[config.mk]
export PLATFORM = sky130hd
export DESIGN_NAME = tm_packer
export DESIGN_NICKNAME = d
export VERILOG_FILES = /design/src/rtl/tm_pkg.sv /design/src/rtl/tm_sigbits.sv /design/src/rtl/tm_pkt_build.sv /design/src/rtl/tm_beat_fsm.sv /design/src/rtl/tm_packer.sv
export SDC_FILE = /design/constraint.sdc
export NUM_CORES = 1
export LEC_CHECK = 0
export ABC_AREA = 1
export BUFFER_PORTS_ARGS = -buffer_cell sky130_fd_sc_hd__buf_2
export CORE_MARGIN = 10
export CORE_UTILIZATION = 25
export CTS_CLUSTER_SIZE = 25
export DETAILED_ROUTE_END_ITERATION = 8
export GPL_ROUTABILITY_DRIVEN = 1
export GPL_TIMING_DRIVEN = 0
export PLACE_DENSITY = 0.47
export REMOVE_ABC_BUFFERS = 1
export SYNTH_ARGS = -nofsm -noshare
export SYNTH_HDL_FRONTEND = slang
export SYNTH_SLANG_ARGS = --single-unit
[constraint.sdc]
create_clock -name clk -period 5.95 [get_ports clk]
set_input_delay 0.8925 -clock clk [delete_from_list [all_inputs] [get_ports clk]]
set_output_delay 0.8925 -clock clk [all_outputs]
set_load 0.005 [all_outputs]
[src/rtl/tm_pkg.sv]
package tm_pkg;
    localparam int TYPE_W = 6;
    localparam int SRC_W  = 4;
    localparam int HDR_W  = TYPE_W + SRC_W;

    // framing codes; "end of message" shares its code with idle
    localparam logic [1:0] FRM_BUSY = 2'b00;
    localparam logic [1:0] FRM_EOP  = 2'b01;
    localparam logic [1:0] FRM_END  = 2'b11;

    typedef enum logic {
        S_IDLE = 1'b0,
        S_SEND = 1'b1
    } state_t;
endpackage

[src/rtl/tm_sigbits.sv]
module tm_sigbits #(
    parameter int W     = 32,
    parameter int LEN_W = 6
) (
    input  logic [W-1:0]     val,
    output logic [LEN_W-1:0] nbits
);
    // significant length, minimum one bit
    always_comb begin
        nbits = LEN_W'(1);
        for (int i = 0; i < W; i++) begin
            if (val[i]) begin
                nbits = LEN_W'(i + 1);
            end
        end
    end
endmodule

[src/rtl/tm_pkt_build.sv]
module tm_pkt_build #(
    parameter int FIX_W = 8,
    parameter int VAR_W = 32,
    parameter int FLW   = 4,
    parameter int VEC_W = 50,
    parameter int LEN_W = 6
) (
    input  logic                      first,
    input  logic [tm_pkg::HDR_W-1:0]  hdr,
    input  logic [FIX_W-1:0]          fix_data,
    input  logic [FLW-1:0]            fix_len,
    input  logic                      var_en,
    input  logic [VAR_W-1:0]          var_data,
    output logic [VEC_W-1:0]          vec,
    output logic [LEN_W-1:0]          len
);
    import tm_pkg::*;

    logic [LEN_W-1:0] var_len;
    logic [LEN_W-1:0] fix_eff;
    logic [LEN_W-1:0] hdr_len;
    logic [VEC_W-1:0] fix_part;
    logic [VEC_W-1:0] var_part;
    logic [VEC_W-1:0] hdr_part;

    tm_sigbits #(.W(VAR_W), .LEN_W(LEN_W)) u_sig (
        .val   (var_data),
        .nbits (var_len)
    );

    always_comb begin
        // clamp the fixed length
        fix_eff  = (32'(fix_len) > FIX_W) ? LEN_W'(FIX_W) : LEN_W'(fix_len);
        hdr_len  = first ? LEN_W'(HDR_W) : '0;
        hdr_part = first ? VEC_W'(hdr) : '0;
        // bits above the fixed length are cleared
        fix_part = (VEC_W'(fix_data) & ~({VEC_W{1'b1}} << fix_eff)) << hdr_len;
        var_part = var_en ? (VEC_W'(var_data) << (hdr_len + fix_eff)) : '0;
        vec      = hdr_part | fix_part | var_part;
        len      = hdr_len + fix_eff + (var_en ? var_len : '0);
    end
endmodule

[src/rtl/tm_beat_fsm.sv]
module tm_beat_fsm #(
    parameter int BEAT_W  = 12,
    parameter int MAX_PKT = 2,
    parameter int IDX_W   = 1,
    parameter int CNT_W   = 2,
    parameter int LEN_W   = 6
) (
    input  logic                 clk,
    input  logic                 rst_n,
    input  logic                 in_valid,
    input  logic [CNT_W-1:0]     pkt_cnt,
    input  logic [LEN_W-1:0]     pkt_len,
    output logic                 in_ready,
    output logic                 take,
    output tm_pkg::state_t       state,
    output logic [IDX_W-1:0]     pkt_idx,
    output logic [LEN_W-1:0]     bit_off,
    output logic [1:0]           frame
);
    import tm_pkg::*;

    state_t           state_d;
    logic [IDX_W-1:0] idx_d;
    logic [LEN_W-1:0] off_d;
    logic [LEN_W-1:0] rem;
    logic             last_beat;
    logic             last_pkt;
    logic             end_msg;

    always_comb begin
        rem       = pkt_len - bit_off;
        last_beat = 32'(rem) <= 32'(BEAT_W);
        // zero counts as one, overlarge counts stop at MAX_PKT
        last_pkt  = (32'(pkt_idx) + 1 >= 32'(pkt_cnt)) || (32'(pkt_idx) == MAX_PKT - 1);
        end_msg   = (state == S_SEND) && last_beat && last_pkt;
        // accept in idle or on the final beat
        in_ready  = (state == S_IDLE) || end_msg;
        take      = in_valid && in_ready;
    end

    // next state
    always_comb begin
        state_d = state;
        idx_d   = pkt_idx;
        off_d   = bit_off;
        unique case (state)
            S_IDLE: begin
                if (take) begin
                    state_d = S_SEND;
                    idx_d   = '0;
                    off_d   = '0;
                end
            end
            S_SEND: begin
                if (!last_beat) begin
                    off_d = bit_off + LEN_W'(BEAT_W);
                end else if (!last_pkt) begin
                    idx_d = pkt_idx + IDX_W'(1);
                    off_d = '0;
                end else if (take) begin
                    idx_d = '0;                 // chain with no gap
                    off_d = '0;
                end else begin
                    state_d = S_IDLE;
                    idx_d   = '0;
                    off_d   = '0;
                end
            end
        endcase
    end

    // state register
    always_ff @(posedge clk or negedge rst_n) begin
        if (!rst_n) begin
            state   <= S_IDLE;
            pkt_idx <= '0;
            bit_off <= '0;
        end else begin
            state   <= state_d;
            pkt_idx <= idx_d;
            bit_off <= off_d;
        end
    end

    // outputs: R7 framing
    always_comb begin
        frame = FRM_END;
        unique case (state)
            S_IDLE: frame = FRM_END;
            S_SEND: begin
                if (end_msg)        frame = FRM_END;
                else if (last_beat) frame = FRM_EOP;
                else                frame = FRM_BUSY;
            end
        endcase
    end

    // an accepted request starts at the first bit of packet 0
    a_r10_start: assert property (@(posedge clk) disable iff (!rst_n)
        take |=> (state == S_SEND && pkt_idx == '0 && bit_off == '0));

    // closing a non-final packet moves to the next packet
    a_r7_eop_next: assert property (@(posedge clk) disable iff (!rst_n)
        (state == S_SEND && frame == FRM_EOP) |=>
            (state == S_SEND && pkt_idx == $past(pkt_idx) + IDX_W'(1) && bit_off == '0));

    // a mid-packet beat stays in the same packet
    a_r3_mid_same_pkt: assert property (@(posedge clk) disable iff (!rst_n)
        (state == S_SEND && frame == FRM_BUSY) |=> (state == S_SEND && $stable(pkt_idx)));

    // end of message without a request goes idle
    a_r11_idle_after_end: assert property (@(posedge clk) disable iff (!rst_n)
        (end_msg && !in_valid) |=> (state == S_IDLE));

    // handshake never accepted in the middle of a message
    a_r9_no_mid_accept: assert property (@(posedge clk) disable iff (!rst_n)
        (state == S_SEND && frame != FRM_END) |-> !in_ready);
endmodule

[src/rtl/tm_packer.sv]
module tm_packer #(
    parameter int BEAT_W  = 12,
    parameter int MAX_PKT = 2,
    parameter int FIX_W   = 8,
    parameter int VAR_W   = 32,
    localparam int CNT_W  = $clog2(MAX_PKT + 1),
    localparam int FLW    = $clog2(FIX_W + 1)
) (
    input  logic                     clk,
    input  logic                     rst_n,
    input  logic                     in_valid,
    output logic                     in_ready,
    input  logic [5:0]               in_type,
    input  logic [3:0]               in_src,
    input  logic [CNT_W-1:0]         in_pkt_cnt,
    input  logic [MAX_PKT*FIX_W-1:0] in_fix_data,
    input  logic [MAX_PKT*FLW-1:0]   in_fix_len,
    input  logic [MAX_PKT-1:0]       in_var_en,
    input  logic [MAX_PKT*VAR_W-1:0] in_var_data,
    output logic [BEAT_W-1:0]        out_data,
    output logic [1:0]               out_frame
);
    import tm_pkg::*;

    localparam int PKT_W = HDR_W + FIX_W + VAR_W;
    localparam int VEC_W = (PKT_W > BEAT_W) ? PKT_W : BEAT_W;
    localparam int LEN_W = $clog2(VEC_W + 1);
    localparam int IDX_W = (MAX_PKT > 1) ? $clog2(MAX_PKT) : 1;

    // latched request
    logic [HDR_W-1:0]         hdr_q;
    logic [CNT_W-1:0]         cnt_q;
    logic [MAX_PKT*FIX_W-1:0] fix_q;
    logic [MAX_PKT*FLW-1:0]   flen_q;
    logic [MAX_PKT-1:0]       ven_q;
    logic [MAX_PKT*VAR_W-1:0] var_q;

    logic             take;
    state_t           state;
    logic [IDX_W-1:0] pkt_idx;
    logic [LEN_W-1:0] bit_off;
    logic [VEC_W-1:0] pkt_vec;
    logic [LEN_W-1:0] pkt_len;
    logic [VEC_W-1:0] shifted;
    logic [LEN_W-1:0] rem;

    always_ff @(posedge clk or negedge rst_n) begin
        if (!rst_n) begin
            hdr_q  <= '0;
            cnt_q  <= '0;
            fix_q  <= '0;
            flen_q <= '0;
            ven_q  <= '0;
            var_q  <= '0;
        end else if (take) begin
            hdr_q  <= {in_src, in_type};    // type low, source above
            cnt_q  <= in_pkt_cnt;
            fix_q  <= in_fix_data;
            flen_q <= in_fix_len;
            ven_q  <= in_var_en;
            var_q  <= in_var_data;
        end
    end

    tm_pkt_build #(
        .FIX_W (FIX_W),
        .VAR_W (VAR_W),
        .FLW   (FLW),
        .VEC_W (VEC_W),
        .LEN_W (LEN_W)
    ) u_build (
        .first    (pkt_idx == '0),
        .hdr      (hdr_q),
        .fix_data (fix_q[32'(pkt_idx)*FIX_W +: FIX_W]),
        .fix_len  (flen_q[32'(pkt_idx)*FLW +: FLW]),
        .var_en   (ven_q[pkt_idx]),
        .var_data (var_q[32'(pkt_idx)*VAR_W +: VAR_W]),
        .vec      (pkt_vec),
        .len      (pkt_len)
    );

    tm_beat_fsm #(
        .BEAT_W  (BEAT_W),
        .MAX_PKT (MAX_PKT),
        .IDX_W   (IDX_W),
        .CNT_W   (CNT_W),
        .LEN_W   (LEN_W)
    ) u_fsm (
        .clk      (clk),
        .rst_n    (rst_n),
        .in_valid (in_valid),
        .pkt_cnt  (cnt_q),
        .pkt_len  (pkt_len),
        .in_ready (in_ready),
        .take     (take),
        .state    (state),
        .pkt_idx  (pkt_idx),
        .bit_off  (bit_off),
        .frame    (out_frame)
    );

    // LSB-first beat slice; R1: zero data in idle
    always_comb begin
        shifted  = pkt_vec >> bit_off;
        rem      = pkt_len - bit_off;
        out_data = (state == S_SEND) ? shifted[BEAT_W-1:0] : '0;
    end

    // padding above the packet's last bit is zero on closing beats
    a_r6_pad_zero: assert property (@(posedge clk) disable iff (!rst_n)
        (state == S_SEND && out_frame != FRM_BUSY) |-> ((VEC_W'(out_data) >> rem) == '0));

    // idle code with zero data while not sending
    a_r1_idle_quiet: assert property (@(posedge clk) disable iff (!rst_n)
        (state == S_IDLE) |-> (out_frame == FRM_END && out_data == '0 && in_ready));
endmodule

Word level (Yosys, flattened, before mapping) --
Index checks and enable logic that the tools add are counted.
Word-level totals: register bits 110, output and inout port bits 15, logic and storage cells 92
Cells by class: add/subtract/negate cells 6, magnitude comparators 4, equality and inequality tests 2, shifts and indexed selects 7, muxes and demuxes 53, bitwise operators 5, reduce and logical (&&, ||, !) cells 6
Operators by type and width (number):
- 6-bit two-way mux | 33
- 50-bit bitwise OR | 2
- 64-bit by 7-bit indexed part select with 32-bit output | 1
- 8-bit by 50-bit AND with 50-bit output | 1
- 50-bit two-way mux | 1
- 50-bit inverter | 1
- 32-bit by 6-bit left shift with 50-bit output | 1
- 50-bit by 6-bit left shift with 50-bit output | 1
- 50-bit by 6-bit left shift with 50-bit output (first input constant) | 1
- 50-bit by 6-bit >> shifter with 12-bit output | 1
- 32-bit by 2-bit >= comparator with 1-bit output | 1
- 16-bit by 5-bit indexed part select with 8-bit output | 1
- 6-bit adder | 2
- 12-bit two-way mux | 1
- 6-bit case mux with 2 select lines | 1
- 10-bit two-way mux | 1
- 1-bit two-way mux | 9
- 4-bit two-way mux | 2
- 8-bit by 4-bit indexed part select with 4-bit output | 1
- 6-bit by 4-bit adder with 6-bit output (second input constant) | 1
- 6-bit by 4-bit less-or-equal comparator with 1-bit output (second input constant) | 1
- 6-bit subtractor | 1
- 4-bit greater-than comparator (second input constant) | 1
- 2-bit two-way mux | 2
- other kinds (10) | 15

Depth between registers and ports, before layout --
Gate-level depths: netlist (run 1).
depth after elaboration 44, mapped depth 47, mapped depth without buffers 44

By module --
From an unflattened synthesis (run 1), not the netlist that was laid out.
Unflattened totals: cell total of the unflattened synthesis 1719, area total of the unflattened synthesis 10551.4 µm²
Modules (own cells, without submodules):
- tm_packer | instances 1, cells an instance 936, area an instance 6607.6 µm², sequential area each 2552.4 µm²
- tm_pkt_build | instances 1, cells an instance 605, area an instance 2836.5 µm², sequential area each 0.0 µm²
- tm_beat_fsm | instances 1, cells an instance 79, area an instance 591.8 µm², sequential area each 150.1 µm²
- tm_sigbits | instances 1, cells an instance 99, area an instance 515.5 µm², sequential area each 0.0 µm²

Least setup slack after synthesis (run 1) --
Ideal clock, no wire load.
path type register -> output, start reg u_fsm.pkt_idx, end out out_frame[1], arrival time 3974 ps, data required time 5058 ps, setup slack 1084 ps, stages on the path, launching flop included 22, buffers on the path 6, cells stage by stage dfrtp_1 -> buf_4 -> buf_6 -> buf_2 -> mux2i_1 -> nor2_1 -> ha_1 -> ha_1 -> xor2_2 -> inv_2 -> buf_2 -> buf_6 -> fa_1 -> ha_1 -> inv_1 -> or2_2 -> nand2_1 -> a21oi_1 -> xor2_1 -> nand3b_1 -> a21boi_2 -> buf_4
Between the ends: cells in the longest elaborated chain, start to end 40, elaborated cells on any way between the ends 50
Ends and longest elaborated chain:
- start: declaration | RTL line tm_beat_fsm.sv:16 | output logic [IDX_W-1:0] pkt_idx,
- start signal: assignment | RTL line tm_beat_fsm.sv:80 | pkt_idx <= idx_d;
- 64-bit by 7-bit indexed part select with 32-bit output | RTL line tm_packer.sv:77 | .var_data (var_q[32'(pkt_idx)*VAR_W +: VAR_W]),
- 2-bit two-way mux | RTL line tm_sigbits.sv:12 | if (val[i]) begin
- 6-bit two-way mux (30 in a row) | RTL line tm_sigbits.sv:12
- 6-bit two-way mux | RTL line tm_pkt_build.sv:40 | len = hdr_len + fix_eff + (var_en ? var_len : '0);
- 6-bit adder | RTL line tm_pkt_build.sv:40
- 6-bit subtractor
- 6-bit by 4-bit less-or-equal comparator with 1-bit output | RTL line tm_beat_fsm.sv:32 | last_beat = 32'(rem) <= 32'(BEAT_W);
- 1-bit logical AND | RTL line tm_beat_fsm.sv:35 | end_msg = (state == S_SEND) && last_beat && last_pkt;
- 1-bit logical AND * | RTL line tm_beat_fsm.sv:35
- 2-bit two-way mux * | RTL line tm_beat_fsm.sv:91 | if (end_msg) frame = FRM_END;
- 2-bit case mux with 2 select lines * | RTL line tm_beat_fsm.sv:88 | unique case (state)
- end: declaration | RTL line tm_packer.sv:21 | output logic [1:0] out_frame
Every way passes the cells marked *; elsewhere a longest branch is shown, timed or not. The select of a mux whose other input is x is not followed.

Final worst setup path (run 1) --
start reg u_fsm.pkt_idx, end out out_data[6]
Between the ends: cells in the longest elaborated chain, start to end 11, elaborated cells on any way between the ends 20
Ends and longest elaborated chain:
- 8-bit by 4-bit indexed part select with 4-bit output | RTL line tm_packer.sv:75 | .fix_len (flen_q[32'(pkt_idx)*FLW +: FLW]),
- 4-bit greater-than comparator | RTL line tm_pkt_build.sv:33 | fix_eff = (32'(fix_len) > FIX_W) ? LEN_W'(FIX_W) : LEN_W'(fix_len);
- 4-bit two-way mux | RTL line tm_pkt_build.sv:33
- 50-bit by 6-bit left shift with 50-bit output | RTL line tm_pkt_build.sv:37 | fix_part = (VEC_W'(fix_data) & ~({VEC_W{1'b1}} << fix_eff)) << hdr_len;
- 50-bit inverter | RTL line tm_pkt_build.sv:37
- 8-bit by 50-bit AND with 50-bit output | RTL line tm_pkt_build.sv:37
- 50-bit by 6-bit left shift with 50-bit output | RTL line tm_pkt_build.sv:37
- 50-bit bitwise OR | RTL line tm_pkt_build.sv:39 | vec = hdr_part | fix_part | var_part;
- 50-bit bitwise OR * | RTL line tm_pkt_build.sv:39
- 50-bit by 6-bit >> shifter with 12-bit output * | RTL line tm_packer.sv:104 | shifted = pkt_vec >> bit_off;
- 12-bit two-way mux * | RTL line tm_packer.sv:106 | out_data = (state == S_SEND) ? shifted[BEAT_W-1:0] : '0;
- end: declaration | RTL line tm_packer.sv:20 | output logic [BEAT_W-1:0] out_data,
Marks and branches as above.

==> impl_metrics.toml, run 1 <==
[status]
status = "finished, final reports clean"

[synthesis]
yosys.cell_types.count = 55
yosys.area_share.adder_pct = 2.212
yosysSeqAreaShare_pct = 30.74
synth_seq_cells = 107
ys.warnings.count = 0
synthXorXnorAreaFrac_pct = 0.8763
synth_compound_area_share_pct = 19.51
post_synth.cell_area_avg_um2 = 7.620
muxShareOfSynthArea_pct = 16.28
synth-simple-area-share_pct = 21.55
synth-edff-count = 0
syn_inst = 1143
synth_top_family_by_area = "simple AND/OR/NAND/NOR gates"
synth_ff_type = "dfrtp_1"
syn_area_um2 = 8710
synth-async-reset-ratio_pct = 100.0

[min_path]
min_path_type = "primary input to asynchronous set/reset pin"

[clock_network]
cts_root_buf = "clkbuf_16"
cts_tree = "done"
cts.clk_slew.worst_paths_ns = 0.08
cts_max_level = 3
numCtsBuffers = 9
clock_latency_ns = 0.38
cts_sinks = 107
cts.path.max_buffers = 2

[place]
dp_hpwl_mm = 21.76
port_buffers = 118
gp_congestion = 0.8862

[grt]
overflow = 0
grt_pass1_wl_mm = 46.06
grt_pass1_vias = 7956
grt_max_degree = 70
antenna_found_initial = 0
track_usage_pct = 13.73

[setup_path]
crit_chain = "buf_6 -> inv_8 -> o21ai_4 -> nor2_1 -> ha_4 -> a31oi_4 -> inv_2 -> nor2_4 -> clkinvlp_4 -> o21ai_0 -> a21oi_1 -> nor2_1 -> a211oi_1 -> o21ai_1 -> o2111ai_1 -> a21oi_1 -> buf_2"
worstPathRequired_ns = 5.06
worstSetupPathType = "flop to output port"
worstPathMaxFanout = 16
critPathArrivalTime_ns = 4.81
critical_path.startpoint_type = "flop"
critPathSlowestCell = "dfrtp_4"
crit_path_end_kind = "output port"
max_stage_delay_ns = 0.56

[die]
start_util_pct = 25.28
fp.dieArea_um2 = 42700
die_y_um = 206.7
rows = 68
die_w_um = 206.7
design.core.area_um2 = 34460
io_pins = 120

[sta]
hold_viol = 0
period_needed_ns = 5.704
drv_slew = 0
rsz0062_at_grt = "yes"
fin_crit_sh_pct = 95.86
fmax_mhz = 175.3
finClkSkew_ns = 0.01405
slew-limit-headroom_pct = 14.59
worstMarginPinSlew_ns = 1.277
setup_violations = 0

[drt]
postRouteWirelength_mm = 30.67
firstDrtPassIters = 8
drtAntennaViolNets = 0
wire_per_inst_um = 18.18
dr.first_iter.drc_count = 450
drc = 0
viasPerCell = 4.786
vias = 8074

[final_layout]
multi_input_area_um2 = 5458
layout.nets = 1345
ff_latch_area_um2 = 2683
drive_gt1_share_pct = 25.73
syn_to_final_growth_pct = 18.55
final_common_cell = "nand2_1"
final_cell_mix = "nand2_1, o21ai_1, buf_2"
post-route-util_pct = 29.96
n_antenna_cell = 0
fill_cells = 3829

[job]
maxCapViolCount = 0
flip-flops by register name, summed over array words and instances, names as in the netlist:
signal	cells
u_fsm.state	1
ven_q	2
var_q	64
cnt_q	1
u_fsm.pkt_idx	1
u_fsm.bit_off	4
fix_q	16
flen_q	8
hdr_q	10
routing by layer:
layer | global-route usage [%] | share of wire [%] | up-vias
li1 | - | - | 4015
met1 | 19.14 | 48 | 3835
met2 | 21.38 | 45 | 207
met3 | 2.606 | 5.1 | 17
met4 | 3.388 | 1.4 | 0
met5 | 0 | 0 | -
logic make-up after synthesis:
logic type,Yosys count
simple gates,446
xor+xnor,7
fa+ha+maj,13
buf+inv,164
mux,104
flops,107
compound gates,301
other cells,1
path summary, 6_finish.rpt:
check                           slack (ns)  depth (start not counted)          start          end
worst max-delay path                  0.25                         17  u_fsm.pkt_idx  out_data[6]
worst min-delay path                  0.43                          1          rst_n    fix_q[10]
worst max register to register        0.65                         21  u_fsm.pkt_idx    var_q[37]
worst min register to register        0.51                          1      var_q[45]    var_q[45]
max in group asynchronous             4.83                          2          rst_n    var_q[19]
min in group clk                      0.51                          1      var_q[45]    var_q[45]
Yosys cell counts, drive strengths merged, types with 2 or more instances:
| library cell | n | share of area, % |
|---|---|---|
| a21oi | 41 | 2.4 |
| o221ai | 4 | 0.40 |
| a211oi | 3 | 0.26 |
| o211ai | 9 | 0.78 |
| nand4 | 4 | 0.29 |
| or2 | 31 | 2.2 |
| mux2i | 13 | 1.5 |
| dfrtp | 107 | 31 |
| fa | 4 | 0.92 |
| inv | 87 | 3.7 |
| o21ai | 200 | 12 |
| nand3 | 45 | 2.6 |
| a221oi | 5 | 0.65 |
| a41oi | 2 | 0.20 |
| o2111ai | 4 | 0.40 |
| xor2 | 6 | 0.78 |
| buf | 44 | 3.6 |
| nand2 | 299 | 13 |
| clkinv | 3 | 0.13 |
| a22oi | 2 | 0.17 |
| clkbuf | 30 | 1.3 |
| mux2 | 91 | 15 |
| o21a | 2 | 0.17 |
| o22ai | 14 | 1.0 |
| nor3 | 7 | 0.52 |
| a31oi | 11 | 0.86 |
| nor2 | 57 | 2.7 |
| ha | 9 | 1.3 |
cell type report:
| cell class | count | area share, % |
|---|---|---|
| Timing Repair inverter | 4 | 0.3635 |
| Clock buffer | 10 | 2.315 |
| Clock inverter | 6 | 0.6786 |
| Sequential cell | 107 | 25.98 |
| Multi-Input combinational cell | 875 | 52.86 |
| Tap cell | 455 | 5.514 |
| Timing Repair Buffer | 140 | 8.604 |
| Inverter | 90 | 3.684 |
critical path, delay by kind of cell, from the launching register on:
family	cells	cell delay [ns]
buffers and inverters	5	0.96
and+or+nand+nor	3	0.72
adders and majority gates	1	0.22
AOI/OAI and AO/OA	8	1.91
DFF	1	0.56
per-stage QoR:
step           setup slack (ns)  TNS, ns  instances  hold WS, ns  cell area (µm²)
2_1_floorplan            -3.131  -314.39       1070       0.4717             8285
3_3_place_gp             -7.025  -760.32       1643       0.4857             9445
3_5_place_dp             -1.505  -131.10       1647       0.4877             9563
4_1_cts                 0.08232        0       1669       0.4229            10000
5_1_grt                 -0.1064  -0.2784       1687       0.4381            10320
6_report                 0.2464        0       1687       0.4258            10320
timing repair:
action,4_1_cts,5_1_grt
resized for setup,18,32
pin swaps,1,7
cloned,3,5
hold endpoints to repair,0,0
setup endpoints to repair,122,14
setup buffers,3,13
hold buffers,0,0
Power of run 1 is not shown: default switching activity piles up to over one toggle a cycle in this logic, so the estimate is an artifact.
==> run 2, diff against run 1 <==
--- a/config.mk
+++ b/config.mk
@@ -12,8 +12,8 @@
 export CTS_CLUSTER_SIZE = 25
 export DETAILED_ROUTE_END_ITERATION = 8
 export GPL_ROUTABILITY_DRIVEN = 1
-export GPL_TIMING_DRIVEN = 0
 export PLACE_DENSITY = 0.47
+export RECOVER_POWER = 25
 export REMOVE_ABC_BUFFERS = 1
 export SYNTH_ARGS = -nofsm -noshare
 export SYNTH_HDL_FRONTEND = slang
==> run 2 against run 1 <==
The run now ends with max-capacitance violations, max-slew violations left; hold slack gained 0.079 ns; count of clock-buffer cells in the layout unchanged; critical path depth increased by 3; setup slack improved by 0.15 ns; first-iteration DRC count rose by 13%; global-route usage increased by 0.13 points; core utilization shrank 0.33 points; fmax up 2.6%; sequential share of layout area rose by 0.25 points; flip-flop and latch count did not move; highest routed layer unchanged.
==> impl_metrics.toml, run 2 (same netlist as run 1, synthesis figures left out) <==
[min_path]
min_path_cells = 1
hold_start = "var_q[60]"
min_to = "var_q[60]"
min_path_type = "flop to flop"

[drt]
drc = 0
wl_met2_mm = 13.02
dr.first_iter.drc_count = 507
vias = 7946
wire_per_inst_um = 17.21
viasPerCell = 4.677
dr.max_layer_used = "met4"
firstDrtPassIters = 5
met1_length_mm = 14.71
drtAntennaViolNets = 0
postRouteWirelength_mm = 29.24
wl_met3_mm = 1.129

[final_layout]
post-route-util_pct = 29.64
layout.nets = 1357
fill_cells = 3815
n_antenna_cell = 0
final_common_cell = "nand2_1"
syn_to_final_growth_pct = 17.25
drive_gt1_share_pct = 25.24
fin_cells = 1699
largest_reg_flops = 64
multi_input_area_um2 = 5329
ff_latch_area_um2 = 2679
largest_registers = "var_q: 64 flops, fix_q: 16 flops, hdr_q: 10 flops"
final_cell_mix = "nand2_1, o21ai_1, buf_2"
top_register = "var_q"

[clock_network]
cts_sinks = 107
cts_root_buf = "clkbuf_16"
cts.path.max_buffers = 2
postCtsHoldBufs = 0
cts_tree = "done"
numCtsBuffers = 9
clock_latency_ns = 0.38
cts_max_level = 3
cts.clk_slew.worst_paths_ns = 0.07

[setup_path]
worstReg2RegStart = "u_fsm.pkt_idx"
crit_path_end_kind = "output port"
critPathArrivalTime_ns = 4.67
reg2reg_to = "var_q[26]"
worstPathMaxFanout = 35
critical_path.startpoint_type = "flop"
worstSetupStartpoint = "u_fsm.pkt_idx"
worstSetupPathType = "flop to output port"
worstPathRequired_ns = 5.06
rrSetupSlack_ns = 0.67
worstRegToRegCells = 22

[die]
start_util_pct = 25.28
io_pins = 120
design.core.area_um2 = 34460
die_y_um = 206.7
die_w_um = 206.7
rows = 68
fp.dieArea_um2 = 42700

[grt]
overflow = 0
track_usage_pct = 13.86
grt_pass1_vias = 8074
grt_pass1_wl_mm = 46.13
grt_max_degree = 61
antenna_found_initial = 1

[sta]
finClkSkew_ns = 0.01169
fin_crit_sh_pct = 93.41
period_needed_ns = 5.558
drv_slew = 61
setup_violations = 0
hold_viol = 0
worstMarginPinSlew_ns = 3.547
slew-limit-headroom_pct = -136.5
fmax_mhz = 179.9

[place]
gp_congestion = 0.9050
dp_cells = 1674
port_buffers = 118
dp_hpwl_mm = 22.87

[job]
maxCapViolCount = 1

[status]
status = "complete, but fails checks"
violations = "max-capacitance violations, max-slew violations"
[run 2: cell types whose count changed in the layout (fill, tap and decap cells not counted), sizes merged]
cell	change
buf	+18
bufinv	+1
clkinvlp	-4
inv	-1
nor2	-1
xor2	-1
[run 2: worst max-delay path by stage]
stage                       end  slack, ns  depth (start not counted)
floorplan             fix_q[13]      -3.13                         19
global placement    out_data[9]       0.52                         20
detailed placement  out_data[9]       0.50                         21
CTS                 out_data[9]       0.07                         21
global route           in_ready     -0.006                         20
finish              out_data[9]       0.39                         20
[run 2: cell type report]
| cell class | count | share of cell area, % |
|---|---|---|
| multi-input cells | 873 | 52.18 |
| well taps | 455 | 5.575 |
| flip-flops and latches | 107 | 26.23 |
| inverters | 90 | 3.382 |
| clock inverters | 6 | 0.8576 |
| clock buffers | 10 | 2.242 |
| repair buffers | 158 | 9.532 |
[run 2: repair_timing]
item | CTS | global route
buffers inserted | 0 | 8
resized for setup | 0 | 23
endpoints found under the setup margin | 0 | 97
[run 2: critical path: stages, from the launching register on]
cell      delay (ns)
dfrtp_2         0.49
inv_8           0.12
buf_4           0.26
nand2_1         0.17
o21ai_4         0.16
nor2_1          0.15
ha_1            0.23
ha_1            0.38
buf_6           0.22
clkinv_1        0.06
buf_4           0.30
nand2_1         0.13
nand3_1         0.10
o21ai_1         0.16
o22ai_1         0.33
nand2_1         0.08
o21ai_1         0.13
or2_1           0.16
nand4_1         0.14
a221oi_2        0.33
buf_2           0.18
[run 2: metrics by stage]
step	cell area [µm²]	hold WS, ns	setup WS [ns]	TNS [ns]
finish	10210	0.5049	0.3920	0
global route	10210	0.5247	-0.006278	-0.01160
CTS	10060	0.5078	0.07090	0
detailed placement	9739	0.4885	0.5004	0
global placement	9739	0.4891	0.5191	0
floorplan	8285	0.4717	-3.131	-314.39
[run 2: routing by layer]
layer  vias to the layer above  global-route usage [%]
met5                         -                       0
met4                         0                   3.649
met3                        17                   2.434
met2                       157                   21.47
met1                      3723                   19.44
li1                       4049                       -
Power of run 2 is left out for the same reason.
